**config.mk**
```make
export PLATFORM = sky130hd
export DESIGN_NAME = ildiag_diag
export DESIGN_NICKNAME = d
export VERILOG_FILES = /design/src/rtl/ildiag_pkg.sv /design/src/rtl/ildiag_diag.sv
export SDC_FILE = /design/constraint.sdc
export NUM_CORES = 1
export LEC_CHECK = 0
export CAP_MARGIN = 15
export CORE_UTILIZATION = 10
export DETAILED_ROUTE_END_ITERATION = 8
export PLACE_DENSITY = 0.86
export SYNTH_ARGS = -nofsm -noshare
export SYNTH_HDL_FRONTEND = slang
export SYNTH_SLANG_ARGS = --single-unit
```
**constraint.sdc**
```tcl
create_clock -name clk -period 2.7 [get_ports clk]
set_clock_uncertainty 0.1 [all_clocks]
set_input_delay 0.81 -clock clk [delete_from_list [all_inputs] [get_ports clk]]
set_output_delay 0.81 -clock clk [all_outputs]
set_load 0.02 [all_outputs]
```
**src/rtl/ildiag_pkg.sv**
```systemverilog
// Package: shared constants and the 64-bit CRC-32C update step.
// Assumes non-reflected CRC, word fed from bit 63 down to bit 0.
package ildiag_pkg;
    localparam logic [31:0] CRC_POLY   = 32'h1EDC6F41;
    localparam logic [31:0] CRC_PRESET = 32'hFFFF_FFFF;
    localparam logic [5:0]  DIAG_TYPE  = 6'b011001;

    // Advance a CRC register by one 64-bit word, most significant bit first.
    function automatic logic [31:0] crc_step64(input logic [31:0] c_in,
                                               input logic [63:0] d);
        logic [31:0] c;
        logic        fb;
        c = c_in;
        for (int i = 63; i >= 0; i--) begin
            fb = c[31] ^ d[i];
            c  = {c[30:0], 1'b0};
            if (fb) c = c ^ CRC_POLY;
        end
        return c;
    endfunction
endpackage

```
**src/rtl/ildiag_diag.sv**
```systemverilog
// Diagnostic word decoder and status holder.
// Recognises the closing diagnostic control word, captures its lane status and
// keeps the diagnostic error flag. The flag is forced high during lock loss.
module ildiag_diag
    import ildiag_pkg::*;
(
    input  logic        clk,
    input  logic        rst_n,
    input  logic        lock_i,
    input  logic        last_i,
    input  logic        ctrl_i,
    input  logic [63:0] word_i,
    output logic        is_diag_o,
    output logic [1:0]  status_o,
    output logic        diag_err_o
);
    // Classify the word by its control flag and block type field.
    always_comb is_diag_o = ctrl_i && (word_i[63:58] == DIAG_TYPE);

    // Capture the lane status from each diagnostic final word.
    always_ff @(posedge clk) begin
        if (!rst_n)                      status_o <= 2'b00;
        else if (last_i && is_diag_o)    status_o <= word_i[33:32];
    end

    // Keep the diagnostic error: held during lock loss, judged at each final word.
    always_ff @(posedge clk) begin
        if (!rst_n)       diag_err_o <= 1'b0;
        else if (!lock_i) diag_err_o <= 1'b1;
        else if (last_i)  diag_err_o <= !is_diag_o;
    end

    assert_status_hold_R5: assert property (@(posedge clk) disable iff (!rst_n)
        !(last_i && is_diag_o) |=> $stable(status_o));
    assert_lockloss_err_R7: assert property (@(posedge clk) disable iff (!rst_n)
        !lock_i |=> diag_err_o);
endmodule

```
==> flow_metrics.py, run 1 <==
metrics = {
    "clocking": {
        "cts_buffer_depth": 2,
        "clk_pin_slew_ns": 0.03,
        "htree_levels": 1,
        "ctsRootBufferMaster": "clkbuf_4",
        "clkSinkCount": 3,
        "cts_made_buffers": 3,
        "cts_tree": "yes",
        "clk_latency_ns": 0.22,
    },
    "logic_synthesis": {
        "synthesis.area_sq_um": 161,
        "synth.area.top_cells": "dfxtp_1 37%, nand4b_4 15%, mux2i_1 12%, nand2_1 9.3%, nand4bb_1 7.0%",
        "synthCells": 16,
        "ys_seq_area_share_pct": 37.2,
        "synth_top_area_cell": "dfxtp_1",
        "synthDistinctLibCells": 10,
        "synth_area_per_cell_sq_um": 10.1,
        "yosysTopAreaCellShare_pct": 37.2,
        "synth_nets": 85,
        "ys_seq_elements": 3,
        "ys_warn_count": 0,
    },
    "critical_path": {
        "crit_type": "input port to output pin",
        "required_ns": 1.79,
        "crit_fanout": 2,
        "crit_arrival_ns": 1.73,
        "cp-start-kind": "input port",
        "cp-end-kind": "output pin",
    },
    "route": {
        "drc": 0,
        "ant_nets": 0,
        "wirelength_um": 558,
        "drt_iter0_markers": 1,
        "vias": 194,
        "dr.pass1.iters": 2,
        "routed_via_density": 3.59,
        "wl_per_cell_um": 10.3,
    },
    "timing": {
        "rsz0062_at_grt": "no",
        "slew_headroom_pct": 85.2,
        "setup-violations-final": 0,
        "finalMaxSlewViolations": 0,
        "min_period_over_period_pct": 97.7,
        "setup_tns_ns": 0,
        "fin_ws_ns": 0.0634,
        "period_minus_slack_ns": 2.64,
        "maxClockFrequency_ghz": 0.379,
        "worst_pin_slew_ns": 0.220,
        "hold_ws_ns": 0.354,
        "finalHoldViolations": 0,
    },
    "die": {
        "rows": 14,
        "fp.dieH_um": 42.2,
        "ioPinCount": 73,
        "dieArea_sq_um": 1780,
        "core-area_sq_um": 1510,
        "die_width_um": 42.2,
        "initial_core_util_pct": 10.7,
    },
    "final_layout": {
        "num_antenna_cells": 0,
        "final_common_cell": "clkdlybuf4s50_1",
        "fillCellCount": 161,
        "multiInputGateArea_sq_um": 104,
        "syn_to_final_growth_pct": 135,
        "fin_util_pct": 25.2,
        "final_nets": 108,
        "drive_gt1_share_pct": 23.7,
        "mostFrequentLayoutCells": "11 x clkdlybuf4s50_1, 4 x nand2_1, 4 x dlygate4sd2_1",
        "regArea_sq_um": 60.1,
    },
    "status": {
        "outcome": "completed",
    },
    "place": {
        "dp_hpwl_um": 479,
        "port_buffers": 16,
        "place_congestion": 0.541,
        "place_ws_ns": -0.597,
    },
    "global_routing": {
        "grt_pass1_vias": 224,
        "grt_usage_pct": 7.26,
        "overflow": 0,
        "grt_pass1_wl_um": 890,
        "grt_max_degree": 6,
        "grt_antenna_before_repair": 0,
    },
    "power_and_ir_drop": {
        "leakagePower_nw": 0.155,
        "ir_drop_v": 0.000172,
        "power_density_nw_per_um2": 397,
    },
    "hold_path": {
        "holdCritPathClass": "flop to flop",
    },
    "run": {
        "maxCapViolations": 0,
    },
}
-- registers in the layout, summed over array words and instances, names as in the netlist --
signal and flops:
status_o 2, diag_err_o 1
-- kinds of logic (layout without fill, tap and decap cells) --
family | after synthesis | count (layout) | share of synthesized area (%)
muxes | 2 | 2 | 12.4
buffers and inverters | 1 | 23 | 2.32
DFF | 3 | 3 | 37.2
AOI/OAI and AO/OA | 2 | 2 | 7.75
and+or+nand+nor | 8 | 8 | 40.3
-- metrics by stage --
step / power [mW] / instance area [sq um] / std cells
floorplan: 0.0530 / 161 / 16
global placement: 0.0761 / 349 / 49
detailed placement: 0.0773 / 349 / 49
CTS: 0.156 / 379 / 54
global route: 0.162 / 379 / 54
finish: 0.151 / 379 / 54
-- area by class of cell --
class	count	area share, %
tap	16	5.28
clock buffer	4	6.93
multi-input combinational	12	27.4
inverter	1	0.990
sequential	3	15.8
timing repair buffer	18	43.6
-- cells in the mapped netlist, drive strengths merged --
cell and instances:
nor4b 1, nor2 1, nand2 4, dfxtp 3, mux2i 2, inv 1
o31ai 1, nand4bb 1, a21oi 1, nand4b 1
-- per-layer routing --
metal  up-vias  global-route usage, %  part of all wire, %
li1        102                      -                    -
met1        91                   4.97                   30
met2         1                   13.8                   67
met3         0                   5.17                  2.5
met4         0                   3.75                    0
met5         -                      0                    0
-- report_power, final --
part | internal (mW) | leakage, nW | switching [mW]
registers | 0.0458 | 0.0245 | 0.000632
clock network | 0.0552 | 0.0150 | 0.0203
logic | 0.0191 | 0.115 | 0.00962
total | 0.120 | 0.155 | 0.0306
-- final timing paths --
check / slack (ns) / end / start / depth (start not counted)
max: 0.06 / is_diag_o / word_i[63] / 3
min: 0.35 / status_o[1]$_SDFFE_PN0P_ / status_o[1]$_SDFFE_PN0P_ / 2
max reg2reg: 1.84 / diag_err_o$_SDFFE_PN0P_ / diag_err_o$_SDFFE_PN0P_ / 2
min reg2reg: 0.35 / status_o[1]$_SDFFE_PN0P_ / status_o[1]$_SDFFE_PN0P_ / 2
-- critical path, stage by stage --
cell and delay [ns]:
clkdlybuf4s50_1 0.43, nor4b_2 0.28, buf_2 0.21
-- what timing repair did --
item                                    4_1_cts  5_1_grt
setup buffers                                 1        0
endpoints found under the setup margin        1        0
hold buffers                                  0        0
resized for setup                            10        0
(Power assumes the default switching activity.)
==> run 2: changes to the inputs <==
Settings changed: CAP_MARGIN 15 to unset.
==> results of run 2 <==
No change in the layout: final DEF, timing and power equal those of run 1.
